## config.mk

```make
export PLATFORM = sky130hd
export DESIGN_NAME = atm_payload_scrambler
export DESIGN_NICKNAME = d
export VERILOG_FILES = /design/src/rtl/scr_pkg.sv /design/src/rtl/scr_cell_phase.sv /design/src/rtl/scr_core.sv /design/src/rtl/scr_out_stage.sv /design/src/rtl/atm_payload_scrambler.sv
export SDC_FILE = /design/constraint.sdc
export NUM_CORES = 1
export LEC_CHECK = 0
export BUFFER_PORTS_ARGS = -buffer_cell sky130_fd_sc_hd__buf_2
export CAP_MARGIN = 20
export CORE_ASPECT_RATIO = 2
export CORE_MARGIN = 1.5
export CORE_UTILIZATION = 60
export CTS_CLUSTER_SIZE = 40
export DETAILED_ROUTE_END_ITERATION = 10
export PLACE_DENSITY = 0.81
export SYNTH_ARGS = -nofsm -noshare
export SYNTH_HDL_FRONTEND = slang
export SYNTH_HIERARCHICAL = 1
export SYNTH_SLANG_ARGS = --single-unit
```

## constraint.sdc

```tcl
create_clock -name clk -period 5.27 [get_ports clk]
set_clock_uncertainty 0.1 [all_clocks]
set_input_delay 0.7905 -clock clk [delete_from_list [all_inputs] [get_ports clk]]
set_output_delay 0.7905 -clock clk [all_outputs]
set_load 0.01 [all_outputs]
```

## src/rtl/scr_pkg.sv

```systemverilog
package scr_pkg;
  localparam int unsigned BYTE_W    = 8;
  localparam int unsigned POLY_LAG  = 43;
  localparam int unsigned HDR_BYTES = 5;

  typedef struct packed {
    logic [BYTE_W-1:0] data;
    logic              sop;
  } scr_beat_t;
endpackage

```

## src/rtl/scr_cell_phase.sv

```systemverilog
module scr_cell_phase #(
  parameter int unsigned HDR_BYTES = 5,
  localparam int unsigned CW = (HDR_BYTES > 1) ? $clog2(HDR_BYTES) : 1
) (
  input  logic clk,
  input  logic rst_n,
  input  logic sop,
  input  logic take,
  output logic in_header
);
  logic [CW-1:0] hdr_left;

  assign in_header = sop || (hdr_left != '0);

  always_ff @(posedge clk) begin
    if (!rst_n) begin
      hdr_left <= '0;
    end else if (take) begin
      if (sop)                 hdr_left <= CW'(HDR_BYTES - 1);
      else if (hdr_left != '0) hdr_left <= hdr_left - 1'b1;
    end
  end
endmodule

```

## src/rtl/scr_core.sv

```systemverilog
module scr_core #(
  parameter int unsigned W   = 8,
  parameter int unsigned LAG = 43
) (
  input  logic         clk,
  input  logic         rst_n,
  input  logic         descramble,
  input  logic         bypass,
  input  logic         take,
  input  logic [W-1:0] din,
  output logic [W-1:0] dout
);
  // hist[0] is the newest bit; hist[LAG-1] the oldest
  logic [LAG-1:0] hist;
  logic [W-1:0]   mixed;
  logic [W-1:0]   feed;

  generate
    for (genvar g = 0; g < W; g++) begin : g_bit
      assign mixed[g] = din[g] ^ hist[LAG-W+g];
      assign feed[g]  = descramble ? din[g] : mixed[g];
    end
  endgenerate

  assign dout = bypass ? din : mixed;

  always_ff @(posedge clk) begin
    if (!rst_n)              hist <= '1;
    else if (take && !bypass) hist <= {hist[LAG-W-1:0], feed};
  end
endmodule

```

## src/rtl/scr_out_stage.sv

```systemverilog
module scr_out_stage #(
  parameter int unsigned W = 8
) (
  input  logic         clk,
  input  logic         rst_n,
  input  logic [W-1:0] d_data,
  input  logic         d_sop,
  input  logic         d_valid,
  output logic         d_ready,
  output logic [W-1:0] q_data,
  output logic         q_sop,
  output logic         q_valid,
  input  logic         q_ready
);
  assign d_ready = !q_valid || q_ready;

  always_ff @(posedge clk) begin
    if (!rst_n) begin
      q_valid <= 1'b0;
      q_data  <= '0;
      q_sop   <= 1'b0;
    end else if (d_ready) begin
      q_valid <= d_valid;
      if (d_valid) begin
        q_data <= d_data;
        q_sop  <= d_sop;
      end
    end
  end
endmodule

```

## src/rtl/atm_payload_scrambler.sv

```systemverilog
module atm_payload_scrambler
  import scr_pkg::*;
#(
  parameter int unsigned DW   = BYTE_W,
  parameter int unsigned LAG  = POLY_LAG,
  parameter int unsigned HDRN = HDR_BYTES
) (
  input  logic          clk,
  input  logic          rst_n,
  input  logic          descramble,
  input  logic [DW-1:0] in_data,
  input  logic          in_sop,
  input  logic          in_valid,
  output logic          in_ready,
  output logic [DW-1:0] out_data,
  output logic          out_sop,
  output logic          out_valid,
  input  logic          out_ready
);
  logic          take;
  logic          hdr_now;
  logic [DW-1:0] core_out;

  assign take = in_valid && in_ready;

  scr_cell_phase #(.HDR_BYTES(HDRN)) u_phase (
    .clk(clk), .rst_n(rst_n), .sop(in_sop), .take(take), .in_header(hdr_now)
  );

  scr_core #(.W(DW), .LAG(LAG)) u_core (
    .clk(clk), .rst_n(rst_n), .descramble(descramble), .bypass(hdr_now),
    .take(take), .din(in_data), .dout(core_out)
  );

  scr_out_stage #(.W(DW)) u_slice (
    .clk(clk), .rst_n(rst_n),
    .d_data(core_out), .d_sop(in_sop), .d_valid(in_valid), .d_ready(in_ready),
    .q_data(out_data), .q_sop(out_sop), .q_valid(out_valid), .q_ready(out_ready)
  );
endmodule

```

Word level (Yosys, flattened, before mapping)
Cells that the tools add are included.

Register bits after elaboration: 56. Input port bits: 14.

Bitwise gates (word level): 8. Add/subtract/negate cells: 1. Muxes and demuxes: 11. Reduce and logical (&&, ||, !) cells: 10.

Operators with widths (count): 1-bit 2-to-1 mux (8); 8-bit 2-to-1 mux (1); 1-bit XOR (8); 3-bit 2-to-1 mux (2); 2-bit AND reduction (2); 3-bit nonzero test (1); 3-bit by 1-bit subtractor with 3-bit output (second input constant) (1); 1-bit logical AND (2); 1-bit zero test (2); 1-bit logical OR (2); 2-bit nonzero test (1).

Logic depth before layout (Yosys ltp)
Depth after elaboration: 4. Depth in mapped cells: 8.

Cells and area by module
The synthesis kept the hierarchy.

By module, submodules not included: scr_core (cells each 213, times used 1, area an instance 1804.2 µm²); scr_out_stage (cells each 44, times used 1, area an instance 415.4 µm²); scr_cell_phase (cells each 21, times used 1, area an instance 183.9 µm²); atm_payload_scrambler (cells each 1, times used 1, area an instance 6.3 µm²).

Worst setup path after synthesis
OpenSTA, ideal clock, no wires.

Kind: in2reg. Start: input port out_ready. End: register u_core.hist[7]. Buffers on the path: 2. Data arrival time: 1.785 ns. Stages: 7. Data required time: 5.050 ns. Library setup time: 0.120 ns. Setup slack: 3.265 ns. Cell sequence: nand2b_4 > and2_1 > nor2b_1 > buf_6 > buf_2 > nor3b_2 > a21oi_2.

Longest elaborated chain between the ends: 3.

RTL lines: from (decl) (RTL line atm_payload_scrambler.sv:18) `input logic out_ready`; 1-bit logical OR (RTL line scr_out_stage.sv:15) `assign d_ready = !q_valid || q_ready;`; 1-bit logical AND (RTL line atm_payload_scrambler.sv:24) `assign take = in_valid && in_ready;`; via take (RTL line atm_payload_scrambler.sv:20) `logic take;`; 1-bit logical AND (RTL line scr_core.sv:29) `else if (take && !bypass) hist <= {hist[LAG-W-1:0], feed};`; to (signal assigned) (RTL line scr_core.sv:29); to (decl) (RTL line scr_core.sv:14) `logic [LAG-1:0] hist;`.

The timed path passes the listed nets, and every way through them passes these cells. A chain may end at the register's enable or synchronous reset.

Worst setup path in the final report
Start: register u_phase.hdr_left[0]. End: register u_core.hist[6].

Longest elaborated chain between the ends: 4.

RTL lines: from (decl) (RTL line scr_cell_phase.sv:11) `logic [CW-1:0] hdr_left;`; from (signal assigned) (RTL line scr_cell_phase.sv:19) `if (sop) hdr_left <= CW'(HDR_BYTES - 1);`; from (signal assigned) (RTL line scr_cell_phase.sv:20) `else if (hdr_left != '0) hdr_left <= hdr_left - 1'b1;`; 3-bit nonzero test (RTL line scr_cell_phase.sv:13) `assign in_header = sop || (hdr_left != '0);`; 1-bit logical OR (RTL line scr_cell_phase.sv:13); via hdr_now (RTL line atm_payload_scrambler.sv:21) `logic hdr_now;`; 1-bit zero test (RTL line scr_core.sv:29); 1-bit logical AND (RTL line scr_core.sv:29).

The timed path passes the listed nets, and every way through them passes these cells.

==> impl_metrics.ini <==
[pwr]
p_per_area_nw_per_um2 = 332
p_int_mw = 0.629
p_comb_frac = 0.171
switching_power_mw = 0.233
p_leak_nw = 1.18
clkPwrFrac = 0.276
power_frac_seq = 0.553
switching_share = 0.270
vdd_ir_drop_max_mv = 0.202

[clock_network]
cts-hold-fix-buffers = 0
cts_htree_levels = 2
clock_latency_ps = 310
cts_tree = built
clock-root-buffer = clkbuf_8
cts-resized-gates = 0
clkSinkCount = 56
numCtsBuffers = 5
cts_setup_buffers = 0
clk_pin_slew_ps = 100
clk_path_buf_depth = 2

[timing]
period_share = 0.417
slew_headroom = 0.612
layout_setup_ws_ps = 3070
hold_ws_ps = 358
finalHoldViolCount = 0
min_period_ps = 2200
fmax_mhz = 455
setup-tns-final_ps = 0
drv_slew = 0
grt_setup_unrepaired = no
worst_pin_slew_ps = 582
finalSetupViolations = 0

[synth]
ys_ff_latch = 56
syn_avg_cell_area_um2 = 8.64
synthCells = 279
synth_area_um2 = 2410
syn_nets = 295
synth.yosys.warnings = 6
ys_seq_area_frac = 0.465
yosysTopAreaCellShare = 0.465
synthTopCellsByArea = dfxtp_1, nand2_1, nand3_1, xnor2_1, mux2i_1
synth.distinct_cells = 27
synth_area_leader_cell = dfxtp_1

[floorplan]
core.rowCount = 32
die_w_um = 47.8
die_area_um2 = 4430
core_um2 = 3840
initial_utilization = 0.627
num_io_pins = 25
die_h_um = 92.6

[run]
cap_violations = 0

[detailed_routing]
drtPass1Iterations = 4
antenna_left = 0
vias = 1818
totalWireLength_mm = 4.25
wl_per_cell_um = 12.2
remaining_drc_errors = 0
drt_iter0_drc = 22
vias_per_cell = 5.22

[global_routing]
gr-total-overflow = 0
antenna_found_initial = 0
grtUsageTotal = 0.209
grt_pass1_vias = 1598
grt_pass1_wl_mm = 6.76
grt_max_degree = 68

[setup_path]
worstSetupStartpointType = flip-flop
arrival_ps = 2290
cp_data_required_time_ps = 5360
critPathKind = reg -> reg
end_kind = flip-flop
path_max_fanout = 44

[worst_hold_path]
hp-class = reg -> reg

[layout]
drive_above_1_share = 0.185
finish.utilization = 0.676
antennaDiodeCount = 0
nNetsFinal = 312
syn_to_final_growth_pct = 7.84

[status]
status = finished, final reports clean

[placement]
port_buffers = 24
routabilityCongestion = 0.771
place_ws_ps = 2800
hpwlAfterDp_mm = 2.82
-- final timing paths --
kind                            cells after the start  slack, ps                start                end
worst max register to register                      7       3070  u_phase/hdr_left[0]     u_core/hist[6]
worst min register to register                      2        360    u_slice/q_data[4]  u_slice/q_data[4]
worst max-delay path                                7       3070  u_phase/hdr_left[0]     u_core/hist[6]
worst min-delay path                                2        360    u_slice/q_data[4]  u_slice/q_data[4]
-- registers in the layout (all words and copies together) (netlist names) --
register / flops
u_slice/q_valid: 1
u_phase/hdr_left: 3
u_slice/q_sop: 1
u_slice/q_data: 8
u_core/hist: 43
-- Yosys cell counts --
| cell type | count |
|---|---|
| a21boi_0 | 1 |
| a21oi_2 | 9 |
| and2_1 | 1 |
| and2_4 | 2 |
| and2b_2 | 1 |
| and3_1 | 1 |
| buf_2 | 9 |
| buf_4 | 4 |
| buf_6 | 3 |
| clkbuf_1 | 1 |
| dfxtp_1 | 56 |
| ha_1 | 2 |
| inv_1 | 3 |
| mux2i_1 | 9 |
| nand2_1 | 90 |
| nand2b_1 | 10 |
| nand2b_4 | 1 |
| nand3_1 | 37 |
| nor2b_1 | 9 |
| nor3_1 | 1 |
| nor3b_1 | 4 |
| nor3b_2 | 5 |
| o211ai_1 | 1 |
| o21a_1 | 1 |
| o21ai_0 | 1 |
| or3b_4 | 1 |
| xnor2_1 | 16 |
-- critical path, stage by stage (launching register included) --
cell and delay (ps):
dfxtp_1 330, inv_1 90, ha_1 200, or3b_4 460, nor2b_2 120, buf_4 400, and2_4 310, a21oi_2 70
-- placed cells by master (no fill, tap or decap) --
cell / instances
nand2b_4: 1
o21a_1: 1
nor3_1: 1
nand2_1: 90
dfxtp_1: 56
or3b_4: 1
clkbuf_8: 6
o21ai_0: 1
and2_1: 1
a21boi_0: 1
and2b_2: 1
and2_4: 2
inv_1: 3
buf_4: 3
xnor2_1: 16
a21oi_2: 9
nor2b_1: 8
and3_1: 1
clkinv_2: 2
nor3b_2: 5
mux2i_1: 9
nand3_1: 37
ha_1: 2
nor3b_1: 4
buf_2: 24
nor2b_2: 1
o211ai_1: 1
nand2b_1: 10
-- cell type report --
cell class              count  area [µm²]
clock inverters             2        10.0
clock buffers               6        82.6
fillers                   341        1240
multi-input cells         203        1170
well taps                  51        63.8
flip-flops and latches     56        1120
inverters                   3        11.3
repair buffers             27         143
-- layer usage --
metal	part of all wire	track usage	routed length (µm)
met1	0.43	0.238	1830
met2	0.51	0.346	2190
met3	0.026	0.0390	110
met4	0.029	0.106	122
met5	0	0	0
-- power by group through the flow --
stage / logic (mW) / registers, mW / clock network (mW)
after detailed placement: 0.147 / 0.487 / 0
after global routing: 0.166 / 0.482 / 0.260
after CTS: 0.149 / 0.477 / 0.247
after floorplan: 0.115 / 0.486 / 0
final: 0.147 / 0.477 / 0.238
after global placement: 0.143 / 0.486 / 0
-- cells by family (layout without fill, tap and decap cells) --
kind of cell,Yosys count,in the layout,share of synthesized area
compound gates,13,13,0.0441
xor+xnor,16,16,0.0581
fa+ha+maj,2,2,0.0104
buf+inv,20,38,0.0514
flops,56,56,0.465
mux,9,9,0.0374
simple gates,163,163,0.333
-- through the flow --
| step | instance area (µm²) | power [mW] | cells |
|---|---|---|---|
| finish | 2600 | 0.862 | 348 |
| floorplan | 2410 | 0.601 | 279 |
| CTS | 2600 | 0.873 | 348 |
| global placement | 2510 | 0.629 | 340 |
| global route | 2600 | 0.907 | 348 |
| detailed placement | 2510 | 0.634 | 340 |
Note: power is estimated with default switching activity, not from simulation.
